$ cat config.mk
export PLATFORM = sky130hd
export DESIGN_NAME = sdp_ram_collide
export DESIGN_NICKNAME = d
export VERILOG_FILES = /design/src/rtl/sdp_ram_pkg.sv /design/src/rtl/sdp_store.sv /design/src/rtl/sdp_clash.sv /design/src/rtl/sdp_rdport.sv /design/src/rtl/sdp_ram_collide.sv
export SDC_FILE = /design/constraint.sdc
export NUM_CORES = 1
export LEC_CHECK = 0
export CAP_MARGIN = 15
export CORE_ASPECT_RATIO = 0.8
export CORE_MARGIN = 3
export CORE_UTILIZATION = 55
export CTS_CLUSTER_DIAMETER = 150
export DETAILED_ROUTE_END_ITERATION = 10
export DONT_BUFFER_PORTS = 1
export PLACE_DENSITY = 0.7
export SLEW_MARGIN = 10
export SYNTH_ARGS = -nofsm -noshare
export SYNTH_HDL_FRONTEND = slang
export SYNTH_SLANG_ARGS = --single-unit
$ cat constraint.sdc
create_clock -name clk -period 1.83 [get_ports clk]
set_input_delay 0.366 -clock clk [delete_from_list [all_inputs] [get_ports clk]]
set_output_delay 0.366 -clock clk [all_outputs]
set_load 0.01 [all_outputs]
$ cat src/rtl/sdp_ram_pkg.sv
`timescale 1ns/1ps
package sdp_ram_pkg;
    localparam int COLL_BYPASS = 0;
    localparam int COLL_OLD    = 1;
    localparam int COLL_NOCHK  = 2;
endpackage

$ cat src/rtl/sdp_store.sv
`timescale 1ns/1ps
// Storage array: synchronous write, combinational read of current contents.
module sdp_store #(
    parameter int DATA_W = 16,
    parameter int ADDR_W = 5
) (
    input  logic              clk,
    input  logic              we,
    input  logic [ADDR_W-1:0] waddr,
    input  logic [DATA_W-1:0] wdata,
    input  logic [ADDR_W-1:0] raddr,
    output logic [DATA_W-1:0] rword
);
    localparam int DEPTH = 1 << ADDR_W;

    logic [DATA_W-1:0] mem_q [DEPTH];

    always_ff @(posedge clk) begin
        if (we) mem_q[waddr] <= wdata;
    end

    // Value before this cycle's write: the old word
    assign rword = mem_q[raddr];
endmodule

$ cat src/rtl/sdp_clash.sv
`timescale 1ns/1ps
// Same-address collision detector.
module sdp_clash #(
    parameter int ADDR_W = 5
) (
    input  logic              we,
    input  logic              re,
    input  logic [ADDR_W-1:0] waddr,
    input  logic [ADDR_W-1:0] raddr,
    output logic              clash
);
    always_comb begin
        clash = we && re && (waddr == raddr);
    end
endmodule

$ cat src/rtl/sdp_rdport.sv
`timescale 1ns/1ps
// Read output register with mode-dependent collision word.
module sdp_rdport
    import sdp_ram_pkg::*;
#(
    parameter int DATA_W    = 16,
    parameter int COLL_MODE = COLL_BYPASS
) (
    input  logic              clk,
    input  logic              rst_n,
    input  logic              re,
    input  logic              clash,
    input  logic [DATA_W-1:0] stored,
    input  logic [DATA_W-1:0] wdata,
    output logic              valid,
    output logic [DATA_W-1:0] data
);
    typedef struct packed {
        logic              valid;
        logic [DATA_W-1:0] data;
    } rd_st_t;

    rd_st_t            st_d, st_q;
    logic [DATA_W-1:0] clash_word;

    generate
        if (COLL_MODE == COLL_BYPASS) begin : g_bypass
            assign clash_word = wdata;
        end else if (COLL_MODE == COLL_OLD) begin : g_old
            assign clash_word = stored;
        end else begin : g_nochk
            assign clash_word = 'x;
        end
    endgenerate

    always_comb begin
        st_d       = st_q;
        st_d.valid = re;
        if (re) begin
            st_d.data = clash ? clash_word : stored;
        end
    end

    always_ff @(posedge clk or negedge rst_n) begin
        if (!rst_n) st_q <= '0;
        else        st_q <= st_d;
    end

    assign valid = st_q.valid;
    assign data  = st_q.data;
endmodule

$ cat src/rtl/sdp_ram_collide.sv
`timescale 1ns/1ps
module sdp_ram_collide
    import sdp_ram_pkg::*;
#(
    parameter int DATA_W    = 16,
    parameter int ADDR_W    = 5,
    parameter int COLL_MODE = COLL_BYPASS
) (
    input  logic              clk,
    input  logic              rst_n,
    input  logic              wr_en,
    input  logic [ADDR_W-1:0] wr_addr,
    input  logic [DATA_W-1:0] wr_data,
    input  logic              rd_en,
    input  logic [ADDR_W-1:0] rd_addr,
    output logic              rd_valid,
    output logic [DATA_W-1:0] rd_data
);
    logic [DATA_W-1:0] stored_word;
    logic              clash;

    sdp_store #(.DATA_W(DATA_W), .ADDR_W(ADDR_W)) store_i (
        .clk   (clk),
        .we    (wr_en),
        .waddr (wr_addr),
        .wdata (wr_data),
        .raddr (rd_addr),
        .rword (stored_word)
    );

    sdp_clash #(.ADDR_W(ADDR_W)) clash_i (
        .we    (wr_en),
        .re    (rd_en),
        .waddr (wr_addr),
        .raddr (rd_addr),
        .clash (clash)
    );

    sdp_rdport #(.DATA_W(DATA_W), .COLL_MODE(COLL_MODE)) rdport_i (
        .clk    (clk),
        .rst_n  (rst_n),
        .re     (rd_en),
        .clash  (clash),
        .stored (stored_word),
        .wdata  (wr_data),
        .valid  (rd_valid),
        .data   (rd_data)
    );
endmodule

* Yosys cells after proc, flatten, opt, wreduce, memory -nomap -nowiden *
Memories as Yosys holds them, arrays and structs flattened. A register that Yosys moved wholly into a read port is not among the register bits.
Index checks and enable logic that the tools add are counted.

storage, ports and cells
  bits in registers = 1
  latch bits = 0
  bits in writable memories = 512
  bits in read-only memories = 0
  bits of input ports = 30
  output and inout bits = 17
  memories = 1
  logic and storage cells = 5

memories
  name           words  width  rd ports  clocked after memory_dff  wr ports  RTL line         RTL
  store_i.mem_q  32     16     1         1                         1         sdp_store.sv:16  logic [DATA_W-1:0] mem_q [DEPTH];

operators by class
  shift operators = 0
  equality and inequality tests = 0
  bitwise operators = 0
  multipliers = 0
  $add $sub $neg = 0
  mux-type cells = 2
  divide/modulo/power cells = 0
  order comparisons = 0
  reduce and logical (&&, ||, !) cells = 1

operators by type and width
  cell               number
  1-bit two-way mux  2
  1-bit zero test    1

* Longest topological paths before layout *
  word-level depth = 2
  mapped depth = 9

* Hierarchy *
Synthesis repeated with hierarchy kept, for this count alone.

second synthesis, totals
  cells, all modules = 1205
  area, all modules = 21045.2 µm²

modules (own cells, without submodules)
  module      cells each  area each (µm²)  times used
  sdp_store   1127        20215.6          1
  sdp_rdport  70          770.7            1
  sdp_clash   8           58.8             1

* Worst setup path after synthesis *
OpenSTA, ideal clock, no wires.

  kind = input-to-reg
  start = input port wr_addr[3]
  end = memory store_i.mem_q[4][0], enable pin
  stages on the path = 3
  path slack = -287 ps
  arrival time = 1729 ps
  library setup time = 388 ps
  path through = buf_2 or3b_2 nor2_1

RTL lines
  element             RTL line               RTL
  start: declaration  sdp_ram_collide.sv:12  input logic [ADDR_W-1:0] wr_addr,
  end: declaration    sdp_store.sv:16

No word-level cell before the write port.

==> results.py <==
metrics = {
    "run_status": {
        "status": "complete, no violations",
    },
    "clock_tree": {
        "clk_path_buf_depth": 3,
        "cts_buffers": 50,
        "cts-root-buf": "clkbuf_16",
        "insertion_delay_ns": 0.57,
        "path_clk_slew_ns": 0.06,
        "htreeDepth": 2,
        "cts_tree": "built",
        "cts.sinks": 529,
    },
    "timing": {
        "setup_ws_ns": 0.03813,
        "worstMarginPinSlew_ns": 1.024,
        "hold_slack_ns": 0.02845,
        "setup_violations": 0,
        "final.period_utilization_pct": 97.92,
        "finalMaxSlewViolations": 0,
        "fin_crit_ns": 1.792,
        "rsz0062_at_grt": "no",
        "final_hold_viol_count": 0,
        "relSlewSlack_pct": 31.53,
        "max_freq_ghz": 0.5581,
        "skew_ns": 0.01474,
    },
    "cells_and_area": {
        "stdcell_count": 1709,
        "area_growth_pct": 14.82,
        "insertedDiodeCount": 0,
        "final_net_count": 1211,
        "fill_cells": 2526,
        "drive_gt1_share_pct": 21.28,
        "post-route-util_pct": 64.69,
    },
    "setup_path": {
        "crit_type": "flip-flop to flip-flop",
        "cp.arrival_ns": 2.26,
        "required_ns": 2.30,
        "start_kind": "flip-flop",
        "critPathMaxFanout": 1,
        "crit_path_end_kind": "flip-flop",
    },
    "logic_synthesis": {
        "synth.avg_cell_area_sq_um": 19.32,
        "synth_edf_count": 512,
        "synth_ff_type": "edfxtp_1",
        "syn_inst": 1094,
        "syn-cell-area_sq_um": 21140,
        "yosys_warnings": 0,
        "yosysUniqueCellTypes": 35,
        "ys_ff_latch": 529,
        "ys_seq_area_share_pct": 74.74,
        "async_reset_ff_share_pct": 3.214,
        "synth_nets": 1124,
    },
    "routing": {
        "finalWirelength_um": 48040,
        "drtIter0Drc": 1212,
        "viasPerCell": 6.337,
        "drc_errors": 0,
        "postRouteAntennaNets": 0,
        "vias": 10830,
        "first_pass_iters": 5,
        "wl_per_cell_um": 28.11,
    },
    "global_routing": {
        "grt_use_total_pct": 23.70,
        "antenna_found_initial": 0,
        "grt.overflow.total": 0,
        "grt_pass1_wl_um": 70990,
        "grt_max_degree": 228,
        "grt_pass1_vias": 10676,
    },
    "placed_design": {
        "hpwl_um": 27950,
        "gp_congestion": 0.8063,
        "dp.cells": 1596,
        "post-place-ws_ns": -0.1947,
        "port_buffers": 0,
    },
    "flow_run": {
        "cap_viol_max_count": 0,
    },
    "die": {
        "die_w_um": 225.2,
        "core_sq_um": 37520,
        "io_pins": 47,
        "die_area_sq_um": 40840,
        "die-height_um": 181.4,
        "start_util_pct": 56.34,
        "rows": 63,
    },
    "power": {
        "p_leak_nw": 8.339,
        "power_mw": 24.89,
        "power.density_nw_per_um2": 1025,
        "ir_worst_vdd_mv": 0.8178,
    },
    "min_path": {
        "hold_path.class": "primary input to flip-flop",
    },
}
-- worst paths after layout --
kind	start	end	slack [ns]	cells after the start
min reg2reg	rdport_i.data[3]	rdport_i.data[3]	0.70	3
max reg2reg	store_i.mem_q[25][14]	rdport_i.data[14]	0.04	6
max in group asynchronous	rst_n	rdport_i.data[3]	0.79	1
max	store_i.mem_q[25][14]	rdport_i.data[14]	0.04	6
min in group asynchronous	rst_n	rdport_i.data[1]	0.42	1
min	rd_addr[4]	rdport_i.data[0]	0.03	2
-- kinds of logic after synthesis --
group | after synthesis | synth area share (%)
xor gates and xnor gates | 5 | 0.2071
buffers and inverters | 73 | 2.699
and+or+nand+nor | 82 | 1.971
AOI/OAI and AO/OA | 169 | 7.090
muxes | 236 | 13.29
DFF | 529 | 74.74
-- critical path, cell delays in order, from the launching register on --
cell,delay [ns]
edfxtp_1,0.33
mux2i_1,0.07
a22o_1,0.26
a221oi_1,0.40
buf_4,0.20
o22ai_1,0.14
o31ai_2,0.30
-- power by group --
part / switching (mW) / leakage (nW) / total [mW] / internal (mW)
Combinational: 0.775 / 2.75 / 1.44 / 0.664
Clock: 4.25 / 0.771 / 9.85 / 5.60
Sequential: 0.128 / 4.81 / 13.6 / 13.5
Total: 5.15 / 8.34 / 24.9 / 19.7
-- sequential cells by signal, summed over array words and instances, names as in the netlist --
register,cells
rdport_i.valid,1
store_i.mem_q,512
rdport_i.data,16
-- cells in the mapped netlist, types with 2 or more instances --
library cell / instances / share of area (%)
buf_6: 9 / 0.48
or3b_2: 3 / 0.12
a221oi_2: 17 / 1.2
mux4_1: 10 / 1.2
buf_2: 9 / 0.21
a31oi_1: 16 / 0.47
clkbuf_1: 32 / 0.57
buf_12: 9 / 0.85
nand3_1: 2 / 0.047
o31ai_2: 16 / 0.95
mux2_2: 4 / 0.21
edfxtp_1: 512 / 73
buf_4: 4 / 0.14
xor2_1: 4 / 0.17
o22ai_1: 22 / 0.65
mux2_4: 6 / 0.43
nand3b_1: 5 / 0.18
dfrtp_1: 17 / 2.0
a22o_1: 44 / 1.8
a21oi_1: 14 / 0.33
nand2b_1: 6 / 0.18
mux4_2: 20 / 2.1
nor2b_1: 18 / 0.53
buf_8: 5 / 0.36
nand2_1: 2 / 0.036
nor2_1: 41 / 0.73
mux2i_1: 196 / 9.3
a221oi_1: 40 / 1.7
buf_1: 5 / 0.089
-- layer usage --
metal	vias to the layer above	share of wire (%)	track usage, %
li1	4680	-	-
met1	5647	44	35.39
met2	448	46	36.00
met3	55	8.4	5.897
met4	0	1.4	4.954
met5	-	0	0
-- what timing repair did --
item                                   CTS  global route
setup buffers                            0             0
resized for setup                        0             1
setup endpoints to repair                0             1
endpoints found under the hold margin  546             0
hold buffers                            19             0
-- through the flow --
stage	instance area [sq um]	TNS (ns)
finish	24270	0
global route	24270	0
CTS	24250	0
detailed placement	22340	-0.4823
global placement	22340	-0.3615
floorplan	21270	-27.17
-- layout make-up --
type	instances	area, sq um	share of cell area, %
clock buffer	67	1386	5.711
clock inverter	26	186.4	0.7680
multi-input combinational	492	4900	20.19
sequential	529	15800	65.09
tap	487	609.3	2.510
timing repair buffer	108	1391	5.732
-- cell usage in the layout, fill, tap and decap left out, drive strengths merged, types with 2 or more instances in the layout --
cell type and n:
edfxtp 512, mux2i 196, buf 104, clkbuf 67
a221oi 57, a22o 44, nor2 41, mux4 30
o22ai 22, clkinv 22, nor2b 18, dfrtp 17
a31oi 16, o31ai 16, a21oi 14, mux2 10
nand2b 6, nand3b 5, xor2 4, dlygate4sd3 4
or3b 3, nand2 2, nand3 2, bufinv 2
(Power assumes the default switching activity.)
